<file path="src/rtl/pwr_guard_pkg.sv">
package pwr_guard_pkg;

  typedef struct packed {
    logic vcc_lo_pf;
    logic vcc_lo_bk;
    logic bk_lo_pf;
  } sup_flags_t;

  localparam int FLAG_W = $bits(sup_flags_t);

  typedef enum logic {
    SRC_MAIN   = 1'b0,
    SRC_BACKUP = 1'b1
  } src_e;

endpackage

</file>
<file path="src/rtl/pwr_flag_sync.sv">
module pwr_flag_sync #(
  parameter int W      = 3,
  parameter int STAGES = 2
) (
  input  logic         clk,
  input  logic         rst_n,
  input  logic [W-1:0] d_async,
  output logic [W-1:0] q_sync
);

  logic [W-1:0] stage_q [STAGES];

  // reset value is all ones: every supply is treated as failed until sampled
  always_ff @(posedge clk or negedge rst_n) begin
    if (!rst_n) begin
      for (int i = 0; i < STAGES; i++) stage_q[i] <= '1;
    end else begin
      stage_q[0] <= d_async;
      for (int i = 1; i < STAGES; i++) stage_q[i] <= stage_q[i-1];
    end
  end

  assign q_sync = stage_q[STAGES-1];

endmodule

</file>
<file path="src/rtl/pwr_recovery_timer.sv">
module pwr_recovery_timer #(
  parameter int TCSR_CYCLES = 40
) (
  input  logic clk,
  input  logic rst_n,
  input  logic fault,
  output logic protect
);

  localparam int CW = $clog2(TCSR_CYCLES + 1);
  localparam logic [CW-1:0] RELOAD = CW'(TCSR_CYCLES);

  logic [CW-1:0] cnt_q, cnt_d;
  logic          prot_q;

  always_comb begin
    if (fault)              cnt_d = RELOAD;
    else if (cnt_q != '0)   cnt_d = cnt_q - 1'b1;
    else                    cnt_d = cnt_q;
  end

  always_ff @(posedge clk or negedge rst_n) begin
    if (!rst_n) begin
      cnt_q  <= RELOAD;
      prot_q <= 1'b1;
    end else begin
      cnt_q  <= cnt_d;
      prot_q <= (cnt_d != '0);
    end
  end

  assign protect = prot_q;

endmodule

</file>
<file path="src/rtl/pwr_source_sel.sv">
module pwr_source_sel
  import pwr_guard_pkg::*;
#(
  parameter bit LOW_VOLT = 1'b1
) (
  input  logic       clk,
  input  logic       rst_n,
  input  sup_flags_t flags,
  output src_e       src
);

  src_e src_d, src_q;

  generate
    if (LOW_VOLT) begin : g_low_volt
      always_comb begin
        if (flags.vcc_lo_pf && (!flags.bk_lo_pf || flags.vcc_lo_bk))
          src_d = SRC_BACKUP;
        else
          src_d = SRC_MAIN;
      end
    end else begin : g_standard
      logic unused_flags;
      assign unused_flags = flags.vcc_lo_pf ^ flags.bk_lo_pf;
      always_comb src_d = flags.vcc_lo_bk ? SRC_BACKUP : SRC_MAIN;
    end
  endgenerate

  always_ff @(posedge clk or negedge rst_n) begin
    if (!rst_n) src_q <= SRC_BACKUP;
    else        src_q <= src_d;
  end

  assign src = src_q;

endmodule

</file>
<file path="src/rtl/pwr_write_gate.sv">
module pwr_write_gate #(
  parameter int AW = 5,
  parameter int DW = 8
) (
  input  logic          clk,
  input  logic          rst_n,
  input  logic          protect,
  input  logic          wr_valid,
  output logic          wr_ready,
  input  logic [AW-1:0] wr_addr,
  input  logic [DW-1:0] wr_data,
  output logic          reg_valid,
  input  logic          reg_ready,
  output logic [AW-1:0] reg_addr,
  output logic [DW-1:0] reg_data,
  output logic          blocked
);

  logic blocked_q;

  assign reg_valid = wr_valid && !protect;
  assign wr_ready  = protect || reg_ready;
  assign reg_addr  = wr_addr;
  assign reg_data  = wr_data;

  always_ff @(posedge clk or negedge rst_n) begin
    if (!rst_n)                    blocked_q <= 1'b0;
    else if (wr_valid && protect)  blocked_q <= 1'b1;
  end

  assign blocked = blocked_q;

endmodule

</file>
<file path="src/rtl/pwr_guard.sv">
module pwr_guard
  import pwr_guard_pkg::*;
#(
  parameter bit LOW_VOLT    = 1'b1,
  parameter int TCSR_CYCLES = 40,
  parameter int SYNC_STAGES = 2,
  parameter int AW          = 5,
  parameter int DW          = 8
) (
  input  logic          clk,
  input  logic          rst_n,
  input  logic          vcc_lo_pf,
  input  logic          vcc_lo_bk,
  input  logic          bk_lo_pf,
  input  logic          wr_valid,
  output logic          wr_ready,
  input  logic [AW-1:0] wr_addr,
  input  logic [DW-1:0] wr_data,
  output logic          reg_valid,
  input  logic          reg_ready,
  output logic [AW-1:0] reg_addr,
  output logic [DW-1:0] reg_data,
  output logic          wr_protect,
  output logic          src_backup,
  output logic          wr_blocked
);

  sup_flags_t flags_raw, flags_s;
  src_e       src;
  logic       prot;

  assign flags_raw = '{vcc_lo_pf: vcc_lo_pf, vcc_lo_bk: vcc_lo_bk, bk_lo_pf: bk_lo_pf};

  pwr_flag_sync #(.W(FLAG_W), .STAGES(SYNC_STAGES)) u_sync (
    .clk     (clk),
    .rst_n   (rst_n),
    .d_async (flags_raw),
    .q_sync  (flags_s)
  );

  pwr_recovery_timer #(.TCSR_CYCLES(TCSR_CYCLES)) u_timer (
    .clk     (clk),
    .rst_n   (rst_n),
    .fault   (flags_s.vcc_lo_pf),
    .protect (prot)
  );

  pwr_source_sel #(.LOW_VOLT(LOW_VOLT)) u_sel (
    .clk   (clk),
    .rst_n (rst_n),
    .flags (flags_s),
    .src   (src)
  );

  pwr_write_gate #(.AW(AW), .DW(DW)) u_gate (
    .clk       (clk),
    .rst_n     (rst_n),
    .protect   (prot),
    .wr_valid  (wr_valid),
    .wr_ready  (wr_ready),
    .wr_addr   (wr_addr),
    .wr_data   (wr_data),
    .reg_valid (reg_valid),
    .reg_ready (reg_ready),
    .reg_addr  (reg_addr),
    .reg_data  (reg_data),
    .blocked   (wr_blocked)
  );

  assign wr_protect = prot;
  assign src_backup = (src == SRC_BACKUP);

endmodule

</file>
<file path="config.mk">
export PLATFORM = sky130hd
export DESIGN_NAME = pwr_guard
export DESIGN_NICKNAME = d
export VERILOG_FILES = /design/src/rtl/pwr_guard_pkg.sv /design/src/rtl/pwr_flag_sync.sv /design/src/rtl/pwr_recovery_timer.sv /design/src/rtl/pwr_source_sel.sv /design/src/rtl/pwr_write_gate.sv /design/src/rtl/pwr_guard.sv
export SDC_FILE = /design/constraint.sdc
export NUM_CORES = 1
export LEC_CHECK = 0
export BUFFER_PORTS_ARGS = -buffer_cell sky130_fd_sc_hd__buf_2
export CAP_MARGIN = 30
export CORE_UTILIZATION = 30
export DETAILED_ROUTE_END_ITERATION = 10
export GPL_TIMING_DRIVEN = 0
export HOLD_SLACK_MARGIN = 0.1
export PLACE_DENSITY_LB_ADDON = 0.2
export SLEW_MARGIN = 40
export SYNTH_ARGS = -nofsm -noshare
export SYNTH_HDL_FRONTEND = slang
export SYNTH_HIERARCHICAL = 1
export SYNTH_SLANG_ARGS = --single-unit
</file>
<file path="constraint.sdc">
create_clock -name clk -period 3.4 [get_ports clk]
set_input_delay 0.51 -clock clk [delete_from_list [all_inputs] [get_ports clk]]
set_output_delay 0.51 -clock clk [all_outputs]
set_load 0.02 [all_outputs]
</file>
==> results.py <==
metrics = {
    "die": {
        "std_cell_rows": 17,
        "fp.dieH_um": 52.23,
        "core_area_um2": 2297,
        "start_util_pct": 32.95,
        "io_pins": 38,
        "fp.dieW_um": 52.23,
        "dieArea_um2": 2728,
    },
    "clock_tree": {
        "root_buffer": "clkbuf_4",
        "cts_buffers": 3,
        "insertion_delay_ns": 0.27,
        "cts_hold_buf": 0,
        "htreeDepth": 1,
        "clk_pin_slew_worst_paths_ns": 0.08,
        "postCtsSetupRepairBufs": 0,
        "cts_resized": 0,
        "clock_sink_count": 15,
        "clock_path_buffers": 2,
        "cts_tree": "done",
    },
    "placed_design": {
        "place_area_um2": 912.1,
        "place_congestion": 0.8710,
        "port_buffers": 24,
        "dp_hpwl_um": 963.9,
        "placed_cells": 120,
    },
    "timing": {
        "hold_violations": 0,
        "fmax_mhz": 593.8,
        "skew_ns": 0.003486,
        "setup_tns_ns": 0,
        "final_max_slew_viol_count": 0,
        "relSlewSlack_pct": 78.04,
        "finalSetupViolations": 0,
        "rsz0062_at_grt": "no",
        "post-route-min-period_ns": 1.684,
        "fin_crit_sh_pct": 49.53,
        "tightest_slew_ns": 0.3269,
    },
    "detailed_routing": {
        "dr.pass1.iters": 4,
        "ant_nets": 0,
        "drtIter0Drc": 12,
        "viasPerCell": 4.500,
        "routed-via-count": 558,
        "drc": 0,
        "drt-total-wl_mm": 1.229,
        "wl_per_cell_um": 9.911,
    },
    "global_routing": {
        "grt_pass1_wl_mm": 1.876,
        "overflow": 0,
        "antenna_found_initial": 0,
        "grt_max_degree": 16,
        "grt_pass1_vias": 464,
        "grt_use_total_pct": 9.798,
    },
    "yosys": {
        "postSynthAreaPerCell_um2": 11.13,
        "synth_fp_nets": 90,
        "synth_cell_types": 27,
        "synth.ff_latch_count": 15,
        "yosysWarnings": 6,
        "synthCells": 68,
        "ys_seq_area_share_pct": 51.24,
        "synth_area_um2": 757.0,
    },
    "setup_path": {
        "cp_top_family": "flip-flops",
        "worst-endpoint-required_ns": 2.89,
        "worstSetupPathType": "reg2out",
        "crit_buf_inv": 1,
        "arrival_ns": 1.17,
        "cp-start-kind": "flip-flop",
        "slowest_stage": "dfstp_2",
        "worst_path_largest_cell_delay_ns": 0.55,
        "cp-end-kind": "output port",
        "worst-path-max-fanout": 4,
        "critical_path.cell_chain": "and2b_2, buf_2",
    },
    "cells_and_area": {
        "fin_nets": 119,
        "final_cell_area_um2": 938.4,
        "drive_gt1_share_pct": 60.42,
        "diodes": 0,
        "syn_to_final_growth_pct": 23.97,
        "instances_no_fill": 124,
    },
    "outcome": {
        "outcome": "finished, final reports clean",
    },
    "hold_path": {
        "hp-class": "in2async",
    },
    "pwr": {
        "powerDensity_nw_per_um2": 438.7,
        "p_leak_nw": 0.4396,
        "vdd_drop_max_mv": 0.3734,
    },
    "job": {
        "max_cap_violations": 0,
    },
}
[cell families after synthesis]
logic type	Yosys count	share of synthesized area (%)
AO/OA/AOI/OAI	9	8.762
XOR/XNOR	3	3.472
adder cells (fa/ha/maj)	2	3.305
buffers and inverters	20	18.02
flip-flops	15	51.24
AND/OR/NAND/NOR	19	15.21
[through the flow]
stage / power (W) / utilization, % / hold WS [ns] / worst slack [ns]
2_1_floorplan: 0.0002915 / - / 0.2144 / 1.976
3_3_place_gp: 0.0003161 / 39.71 / 0.3459 / 1.858
3_5_place_dp: 0.0003189 / 39.71 / 0.3491 / 1.858
4_1_cts: 0.0004188 / 40.85 / 0.1153 / 1.700
5_1_grt: 0.0004375 / 40.85 / 0.1202 / 1.672
6_report: 0.0004117 / 40.85 / 0.1133 / 1.716
[layout by cell type, fill, tap and decap left out, types with 2 or more instances in the layout]
| cell | count |
|---|---|
| ha_1 | 2 |
| nor4_1 | 2 |
| buf_4 | 16 |
| dfrtp_1 | 5 |
| buf_2 | 24 |
| a21oi_1 | 2 |
| nor3_1 | 7 |
| nand2_1 | 2 |
| xnor2_1 | 2 |
| dfstp_2 | 10 |
| inv_1 | 3 |
| clkbuf_4 | 3 |
[where the power goes]
| part | total (W) | internal (W) | switching (W) |
|---|---|---|---|
| logic | 0.0000962 | 0.0000471 | 0.0000492 |
| registers | 0.000219 | 0.000202 | 0.0000173 |
| clock network | 0.0000965 | 0.0000455 | 0.0000510 |
| total | 0.000412 | 0.000294 | 0.000117 |
[worst reg2reg max path: cells and delay by family, from the launching register on]
kind | cells | cell delay, ns
compound gates | 2 | 0.39
flops | 1 | 0.45
fa+ha+maj | 1 | 0.18
buf+inv | 1 | 0.13
simple gates | 1 | 0.34
[Yosys cell counts (all sizes together)]
cell | instances | share of area [%]
or2 | 1 | 0.83
clkbuf | 1 | 0.66
dfrtp | 5 | 17
inv | 3 | 1.5
a21oi | 2 | 1.3
o211a | 1 | 1.3
nor4 | 2 | 1.7
ha | 2 | 3.3
a211oi | 1 | 0.99
nor3 | 7 | 4.6
or3 | 1 | 0.83
xnor2 | 2 | 2.3
buf | 16 | 16
and2b | 1 | 1.2
nor3b | 1 | 0.99
nor2b | 1 | 0.83
dfstp | 10 | 35
o211ai | 1 | 0.99
or2b | 1 | 1.2
o31ai | 1 | 0.99
nand2 | 2 | 0.99
a21boi | 1 | 0.99
xor2 | 1 | 1.2
a21o | 2 | 2.1
and4bb | 1 | 1.7
nor2 | 1 | 0.50
[flip-flops by register name, summed over array words and instances, names as in the netlist]
signal / count
u_timer/cnt_q: 6
u_sync/q_sync: 3
u_sync/stage_q: 3
u_gate/blocked: 1
u_sel/src: 1
u_timer/protect: 1
[path summary, 6_finish.rpt]
check | from | end | slack [ns] | cells past startpoint
hold reg to reg | u_sync/stage_q[4] | u_sync/q_sync[1] | 0.36 | 0
hold / removal | rst_n | u_timer/cnt_q[4] | 0.11 | 1
setup / recovery | u_timer/protect | reg_valid | 1.72 | 2
max in group asynchronous | rst_n | u_sel/src | 3.00 | 1
min in group clk | vcc_lo_pf | u_sync/stage_q[5] | 0.32 | 1
setup reg to reg | u_timer/cnt_q[0] | u_timer/protect | 1.83 | 5
[area by class of cell]
type / instances / area, um^2
inverters: 3 / 11.26
clock buffers: 4 / 26.28
repair buffers: 24 / 120.1
fillers: 239 / 1359
plain buffers: 17 / 125.1
multi-input cells: 33 / 232.7
well taps: 28 / 35.03
flip-flops and latches: 15 / 387.9
[layer usage]
layer	wire, um	GRT usage (%)
met5	0	0
met1	496	10.36
met4	11	2.632
met3	145	5.217
met2	576	16.88
(Power assumes the default switching activity.)
